## src/rtl/pnPkg.sv

```systemverilog
package pnPkg;
  typedef enum logic [1:0] {ST_IDLE, ST_SEND, ST_GAP} pnState_e;

  typedef struct packed {
    logic load;     // advance generator one byte, load shifter
    logic shift;    // move to next bit of the byte
    logic gapLoad;  // start a gap count
    logic gapDec;   // one gap slot elapsed
    logic longGap;  // gap length uses long-mode constants
  } pnStrobe_t;
endpackage

```

## src/rtl/pnDatapath.sv

```systemverilog
module pnDatapath import pnPkg::*; #(
  parameter int LFSR_LEN = 31,
  parameter int TAP_B    = 28,
  parameter logic [LFSR_LEN-1:0] SEED = 1,
  parameter int BYTE_W   = 8,
  parameter int GAP_MIN  = 16,
  parameter int GAP_W    = 6,
  parameter int LGAP_MIN = 4096,
  parameter int LGAP_W   = 12
) (
  input  logic       clk,
  input  logic       rstN,
  input  pnStrobe_t  stb,
  output logic       dataBit,
  output logic       gapLast
);
  localparam int GMAX_S = GAP_MIN + (1 << GAP_W);
  localparam int GMAX_L = LGAP_MIN + (1 << LGAP_W);
  localparam int GC_W   = $clog2(((GMAX_S > GMAX_L) ? GMAX_S : GMAX_L) + 1);

  logic [LFSR_LEN-1:0] lfsrQ, lfsrNxt;
  logic [BYTE_W-1:0]   shQ, byteNew;
  logic [GC_W-1:0]     gapQ, gapLen;

  // Eight feedback steps unrolled into one cycle
  always_comb begin
    lfsrNxt = lfsrQ;
    byteNew = '0;
    for (int i = 0; i < BYTE_W; i++) begin
      byteNew[BYTE_W-1-i] = lfsrNxt[LFSR_LEN-1];
      lfsrNxt = {lfsrNxt[LFSR_LEN-2:0], lfsrNxt[LFSR_LEN-1] ^ lfsrNxt[TAP_B-1]};
    end
    if (lfsrNxt == '0) lfsrNxt = SEED;
  end

  always_comb begin
    if (stb.longGap) gapLen = GC_W'(LGAP_MIN) + GC_W'(lfsrQ[LGAP_W-1:0]);
    else             gapLen = GC_W'(GAP_MIN)  + GC_W'(lfsrQ[GAP_W-1:0]);
  end

  always_ff @(posedge clk) begin
    if (!rstN) begin
      lfsrQ <= SEED;
      shQ   <= '0;
      gapQ  <= '0;
    end else begin
      if (stb.load) begin
        lfsrQ <= lfsrNxt;
        shQ   <= byteNew;
      end else if (stb.shift) begin
        shQ <= {shQ[BYTE_W-2:0], 1'b0};
      end
      if (stb.gapLoad)     gapQ <= gapLen;
      else if (stb.gapDec) gapQ <= gapQ - 1'b1;
    end
  end

  assign dataBit = shQ[BYTE_W-1];
  assign gapLast = (gapQ == GC_W'(1));
endmodule

```

## src/rtl/pnControl.sv

```systemverilog
module pnControl import pnPkg::*; #(
  parameter int BYTE_W      = 8,
  parameter int RATE_W      = 3,
  parameter int MAX_RATE    = 4,
  parameter int BASE_DIV    = 8,
  parameter int BURST_BYTES = 8,
  parameter int LONG_BYTES  = 750
) (
  input  logic              clk,
  input  logic              rstN,
  input  logic              enable,
  input  logic [1:0]        mode,
  input  logic [RATE_W-1:0] rateSel,
  input  logic              gapLast,
  output pnStrobe_t         stb,
  output logic              serClk,
  output logic              busy
);
  localparam int MAX_DIV = BASE_DIV << MAX_RATE;
  localparam int CNT_W   = $clog2(MAX_DIV);
  localparam int BIT_W   = $clog2(BYTE_W);
  localparam int MAXB    = (LONG_BYTES > BURST_BYTES) ? LONG_BYTES : BURST_BYTES;
  localparam int BC_W    = $clog2(MAXB + 1);

  pnState_e          stQ, stD;
  logic [CNT_W-1:0]  cntQ, divM1, halfDiv;
  logic [RATE_W-1:0] rateQ, rateNew;
  logic [BIT_W-1:0]  bitQ;
  logic [BC_W-1:0]   byteQ, lastQ;
  logic              contQ, longQ;
  logic              slotEnd, startBurst, nextByte;

  always_comb begin
    rateNew = (rateSel > RATE_W'(MAX_RATE)) ? RATE_W'(MAX_RATE) : rateSel;
    divM1   = CNT_W'((BASE_DIV << rateQ) - 1);
    halfDiv = CNT_W'((BASE_DIV / 2) << rateQ);
    slotEnd = (stQ != ST_IDLE) && (cntQ == divM1);
  end

  always_comb begin
    stb        = '0;
    stD        = stQ;
    startBurst = 1'b0;
    nextByte   = 1'b0;
    case (stQ)
      ST_IDLE: if (enable) begin
        startBurst = 1'b1;
        stD        = ST_SEND;
      end
      ST_SEND: if (slotEnd) begin
        if (bitQ != BIT_W'(BYTE_W - 1)) stb.shift = 1'b1;
        else if (!contQ && byteQ == lastQ) begin
          stb.gapLoad = 1'b1;
          stb.longGap = longQ;
          stD         = ST_GAP;
        end
        else if (!enable) stD = ST_IDLE;
        else nextByte = 1'b1;
      end
      ST_GAP: if (slotEnd) begin
        if (!gapLast) stb.gapDec = 1'b1;
        else if (enable) begin
          startBurst = 1'b1;
          stD        = ST_SEND;
        end
        else stD = ST_IDLE;
      end
      default: stD = ST_IDLE;
    endcase
    stb.load = startBurst | nextByte;
  end

  always_ff @(posedge clk) begin
    if (!rstN) begin
      stQ   <= ST_IDLE;
      cntQ  <= '0;
      rateQ <= '0;
      bitQ  <= '0;
      byteQ <= '0;
      lastQ <= '0;
      contQ <= 1'b1;
      longQ <= 1'b0;
    end else begin
      stQ <= stD;
      if (stb.load || slotEnd || stD == ST_IDLE) cntQ <= '0;
      else                                       cntQ <= cntQ + 1'b1;
      if (stb.load) begin
        rateQ <= rateNew;
        bitQ  <= '0;
      end else if (stb.shift) begin
        bitQ <= bitQ + 1'b1;
      end
      if (startBurst) begin
        byteQ <= '0;
        contQ <= (mode == 2'b00);
        longQ <= mode[1];
        lastQ <= mode[1] ? BC_W'(LONG_BYTES - 1) : BC_W'(BURST_BYTES - 1);
      end else if (nextByte) begin
        byteQ <= byteQ + 1'b1;
      end
    end
  end

  assign serClk = (stQ == ST_SEND) && (cntQ >= halfDiv);
  assign busy   = (stQ == ST_SEND);
endmodule

```

## src/rtl/pnBurstSerializer.sv

```systemverilog
module pnBurstSerializer import pnPkg::*; #(
  parameter int LFSR_LEN    = 31,
  parameter int TAP_B       = 28,
  parameter logic [LFSR_LEN-1:0] SEED = 1,
  parameter int BYTE_W      = 8,
  parameter int RATE_W      = 3,
  parameter int MAX_RATE    = 4,
  parameter int BASE_DIV    = 8,
  parameter int BURST_BYTES = 8,
  parameter int GAP_MIN     = 16,
  parameter int GAP_W       = 6,
  parameter int LONG_BYTES  = 750,
  parameter int LGAP_MIN    = 4096,
  parameter int LGAP_W      = 12
) (
  input  logic              clk,
  input  logic              rstN,
  input  logic              enable,
  input  logic [1:0]        mode,
  input  logic [RATE_W-1:0] rateSel,
  output logic              serData,
  output logic              serClk,
  output logic              busy
);
  pnStrobe_t stb;
  logic      dataBit, gapLast;

  pnControl #(
    .BYTE_W(BYTE_W), .RATE_W(RATE_W), .MAX_RATE(MAX_RATE), .BASE_DIV(BASE_DIV),
    .BURST_BYTES(BURST_BYTES), .LONG_BYTES(LONG_BYTES)
  ) u_ctrl (
    .clk(clk), .rstN(rstN), .enable(enable), .mode(mode), .rateSel(rateSel),
    .gapLast(gapLast), .stb(stb), .serClk(serClk), .busy(busy)
  );

  pnDatapath #(
    .LFSR_LEN(LFSR_LEN), .TAP_B(TAP_B), .SEED(SEED), .BYTE_W(BYTE_W),
    .GAP_MIN(GAP_MIN), .GAP_W(GAP_W), .LGAP_MIN(LGAP_MIN), .LGAP_W(LGAP_W)
  ) u_data (
    .clk(clk), .rstN(rstN), .stb(stb), .dataBit(dataBit), .gapLast(gapLast)
  );

  assign serData = busy & dataBit;
endmodule

```

## config.mk

```make
export PLATFORM = sky130hd
export DESIGN_NAME = pnBurstSerializer
export DESIGN_NICKNAME = d
export VERILOG_FILES = /design/src/rtl/pnPkg.sv /design/src/rtl/pnDatapath.sv /design/src/rtl/pnControl.sv /design/src/rtl/pnBurstSerializer.sv
export SDC_FILE = /design/constraint.sdc
export NUM_CORES = 1
export LEC_CHECK = 0
export BUFFER_PORTS_ARGS = -buffer_cell sky130_fd_sc_hd__buf_2
export CORE_UTILIZATION = 30
export CTS_BUF_LIST = sky130_fd_sc_hd__clkbuf_4 sky130_fd_sc_hd__clkbuf_8
export DETAILED_ROUTE_END_ITERATION = 12
export HOLD_SLACK_MARGIN = 0.15
export SYNTH_ARGS = -nofsm -noshare
export SYNTH_HDL_FRONTEND = slang
export SYNTH_SLANG_ARGS = --single-unit
```

## constraint.sdc

```tcl
create_clock -name clk -period 6.2 [get_ports clk]
set_input_delay 0.93 -clock clk [delete_from_list [all_inputs] [get_ports clk]]
set_output_delay 0.93 -clock clk [all_outputs]
set_load 0.1 [all_outputs]
```

==> results by group <==
Run status
  • Status: complete, no violations

Pwr
  • Logic pwr share: 7.3%
  • Sequential power share: 50.8%
  • Clock power frac: 41.9%
  • P_int: 0.816 mW
  • Pwr dens: 232 nW/µm²
  • P_leak: 1.87 nW
  • NetSw: 0.255 mW
  • Max VDD drop: 0.121 mV
  • Sw Ratio: 23.8%

Placed design
  • Port bufs: 10
  • DP Wirelength: 6670 µm
  • GPL Wtd Cong: 0.797
  • Placed Area: 4380 µm²

Floorplan
  • Die ar.: 14500 µm²
  • Vert. Die Dim: 121 µm
  • # IOs: 11
  • Core area: 13500 µm²
  • Die width: 121 µm
  • Effective utilization at floorplan: 31.3%
  • Rows: 42

Final layout
  • Share of cells above drive strength 1: 8.02%
  • FF+latch area: 1640 µm²
  • Area of the multi-input gates: 2400 µm²
  • Final net count: 491
  • Number of fill cells: 1409
  • Area delta synth->final: 9.41%
  • Antenna diodes: 0
  • Design area: 4610 µm²

GRT
  • Vias in the first global route: 3168
  • Total GRT Usage: 13.7%
  • Initial antenna violation count: 0
  • Gr ovfl total: 0
  • First-pass GRT wire length: 15800 µm
  • Pin count of the biggest net entering global routing: 53

Clocking
  • Setup Fix Bufs, Post-CTS: 0
  • Resize count post-CTS: 0
  • H-tree depth reported by CTS: 3
  • Cts bufs inserted: 9
  • CTS tree: yes
  • # hold bufs at CTS: 0
  • Reg clk slew, reported paths: 0.08 ns
  • Sink Count: 82
  • Worst-Skew Late Latency: 0.36 ns
  • Root buffer cell: clkbuf_8
  • Clk buf depth: 2

Detailed routing
  • Avg Vias per Cell: 5.11
  • DR pass1 iterations: 4
  • Residual DRC: 0
  • Wire per inst: 14.5 µm
  • Antenna-violating nets left: 0
  • DR vias: 3319
  • Initial drt markers: 242
  • Routed WL: 9420 µm

Logic synthesis
  • Syn_nets: 496
  • Async S/R FF share, synth: 0%
  • Sequential share of the synthesized area: 39.0%
  • Mapped Cells: 474
  • Seq cells post-synth: 82
  • Mapped Area: 4210 µm²
  • Number of warnings issued by yosys: 0
  • EDFF count, synth: 0
  • Number of distinct library cells after synthesis: 55
  • Syn avg cell area: 8.89 µm²
  • Top_reg_cell synth: dfxtp_1

Worst setup path
  • Data arrival, critical path: 2.55 ns
  • Worst reg2reg path depth: 7
  • Critical path endpoint category: output pin
  • Req. time, crit path: 5.27 ns
  • CP Class: reg2out
  • Critical Path Start Type: register
  • Crit path max fanout: 8

STA
  • Slew HR: 40.4%
  • Peak Freq: 287 MHz
  • Clock skew: 0.00930 ns
  • Final TNS setup: 0 ns
  • Period utilization: 56.2%
  • Tmin final: 3.48 ns
  • Final Hold Fails: 0
  • RSZ-0062 raised after global routing: false
  • Finish-stage setup viols: 0
  • Final max-slew violation count: 0
  • Least-Margin Pin Slew: 0.893 ns

Worst hold path
  • Hold Path Class: reg2reg
  • Hold Path Depth: 1

Job
  • Max-cap viol count: 0
power by group through the flow:
stage | Combinational (mW) | Sequential, mW | Clock (mW)
2_1_floorplan | 0.0678 | 0.551 | 0
3_3_place_gp | 0.0773 | 0.557 | 0
3_5_place_dp | 0.0788 | 0.557 | 0
4_1_cts | 0.0792 | 0.545 | 0.459
5_1_grt | 0.0864 | 0.547 | 0.482
6_report | 0.0785 | 0.545 | 0.449
per-stage QoR:
step                      hold WS [ns]  setup WS [ns]  utilization, %  power (mW)  instances
after global placement           0.438           2.85            32.5       0.634        634
after floorplan                  0.430           2.40               -       0.619        474
after global routing             0.520           2.55            34.3        1.11        650
after detailed placement         0.455           2.78            32.5       0.636        634
after CTS                        0.472           2.68            34.3        1.08        650
final                            0.464           2.72            34.3        1.07        650
layout make-up:
type	instances	area share, %
clock inverter	4	1.60
timing repair buffer	12	1.41
sequential	82	35.6
clock buffer	12	3.45
inverter	14	1.14
multi-input combinational	350	52.0
tap	176	4.78
worst max-delay path: stages (launching register included):
cell and delay, ns:
dfxtp_1 0.45, or3b_2 0.47, ha_1 0.28, o21a_1 0.10, o21a_1 0.16, o21ai_0 0.15, nand2b_1 0.08, a21oi_1 0.14
nor2_1 0.06, buf_2 0.29
synth_stat cells, types with 2 or more instances:
library cell / count / area, µm²
o211ai_1: 2 / 15.0
o21a_1: 4 / 30.0
a211oi_1: 9 / 67.6
nand3_1: 14 / 70.1
clkbuf_1: 16 / 60.1
nor4_1: 23 / 144
dfxtp_1: 82 / 1640
mux2i_1: 43 / 430
xnor2_1: 22 / 193
mux2_2: 2 / 22.5
ha_1: 14 / 175
buf_4: 2 / 15.0
o311a_1: 2 / 20.0
nand2b_1: 2 / 12.5
a21o_1: 2 / 15.0
o211a_1: 2 / 20.0
buf_2: 8 / 40.0
and2_1: 5 / 31.3
or3_1: 15 / 93.8
nor2_1: 33 / 124
or2_2: 3 / 18.8
a311oi_1: 2 / 17.5
nand2_1: 55 / 206
nor3_1: 15 / 75.1
or4_1: 2 / 15.0
xor2_1: 13 / 114
buf_6: 2 / 22.5
o21bai_1: 7 / 52.6
nand3b_1: 3 / 22.5
nand4_1: 5 / 31.3
inv_1: 14 / 52.6
a21oi_1: 18 / 90.1
o21ai_0: 11 / 55.1
per-layer routing:
metal	routed length [µm]	part of all wire (%)	vias up	GRT usage (%)
li1	-	-	1685	-
met1	4670	50	1577	18.5
met2	4330	46	49	21.7
met3	327	3.5	8	3.40
met4	92	0.98	0	3.94
met5	0	0	-	0
cells by family (layout without fill, tap and decap cells):
| group | count (synthesis) | in the layout | synth area share, % |
|---|---|---|---|
| AND/OR/NAND/NOR | 185 | 185 | 22.4 |
| flip-flops | 82 | 82 | 39.0 |
| AO/OA/AOI/OAI | 71 | 71 | 12.0 |
| multiplexers | 45 | 45 | 10.7 |
| buffers and inverters | 42 | 42 | 4.51 |
| XOR/XNOR | 35 | 35 | 7.27 |
| adder cells (fa/ha/maj) | 14 | 14 | 4.16 |
cells in the final DEF (no fill, tap or decap), types with 2 or more instances in the layout:
cell type	netlist	routed
a21oi_1	18	18
o21a_1	4	4
and2_1	5	5
o311a_1	2	2
or3_1	15	15
o21ai_0	11	11
nand3_1	14	14
nand4_1	5	5
o211a_1	2	2
ha_1	14	14
a21o_1	2	2
mux2i_1	43	43
nand3b_1	3	3
a311oi_1	2	2
inv_1	14	14
clkbuf_8	0	11
or2_2	3	3
o21bai_1	7	7
buf_4	2	2
xnor2_1	22	22
xor2_1	13	13
dfxtp_1	82	82
nor4_1	23	23
nand2b_1	2	2
nor2_1	33	33
buf_2	8	10
nand2_1	55	55
nor3_1	15	15
bufinv_16	0	2
o211ai_1	2	2
mux2_2	2	2
or4_1	2	2
a211oi_1	9	9
final timing paths:
check / from / to / slack, ns
min: u_ctrl.cntQ[0] / u_ctrl.cntQ[0] / 0.46
max reg2reg: u_ctrl.rateQ[2] / u_data.lfsrQ[7] / 3.05
min reg2reg: u_ctrl.cntQ[0] / u_ctrl.cntQ[0] / 0.46
max: u_ctrl.rateQ[0] / serClk / 2.72
flip-flops by register name, summed over array words and instances, names as in the netlist:
signal / flops
u_ctrl.lastQ: 3
u_ctrl.byteQ: 10
u_ctrl.rateQ: 3
u_ctrl.cntQ: 7
u_ctrl.contQ: 1
u_data.lfsrQ: 31
u_ctrl.stQ: 2
u_ctrl.bitQ: 3
u_data.shQ: 8
u_data.gapQ: 14
(Power assumes the default switching activity.)
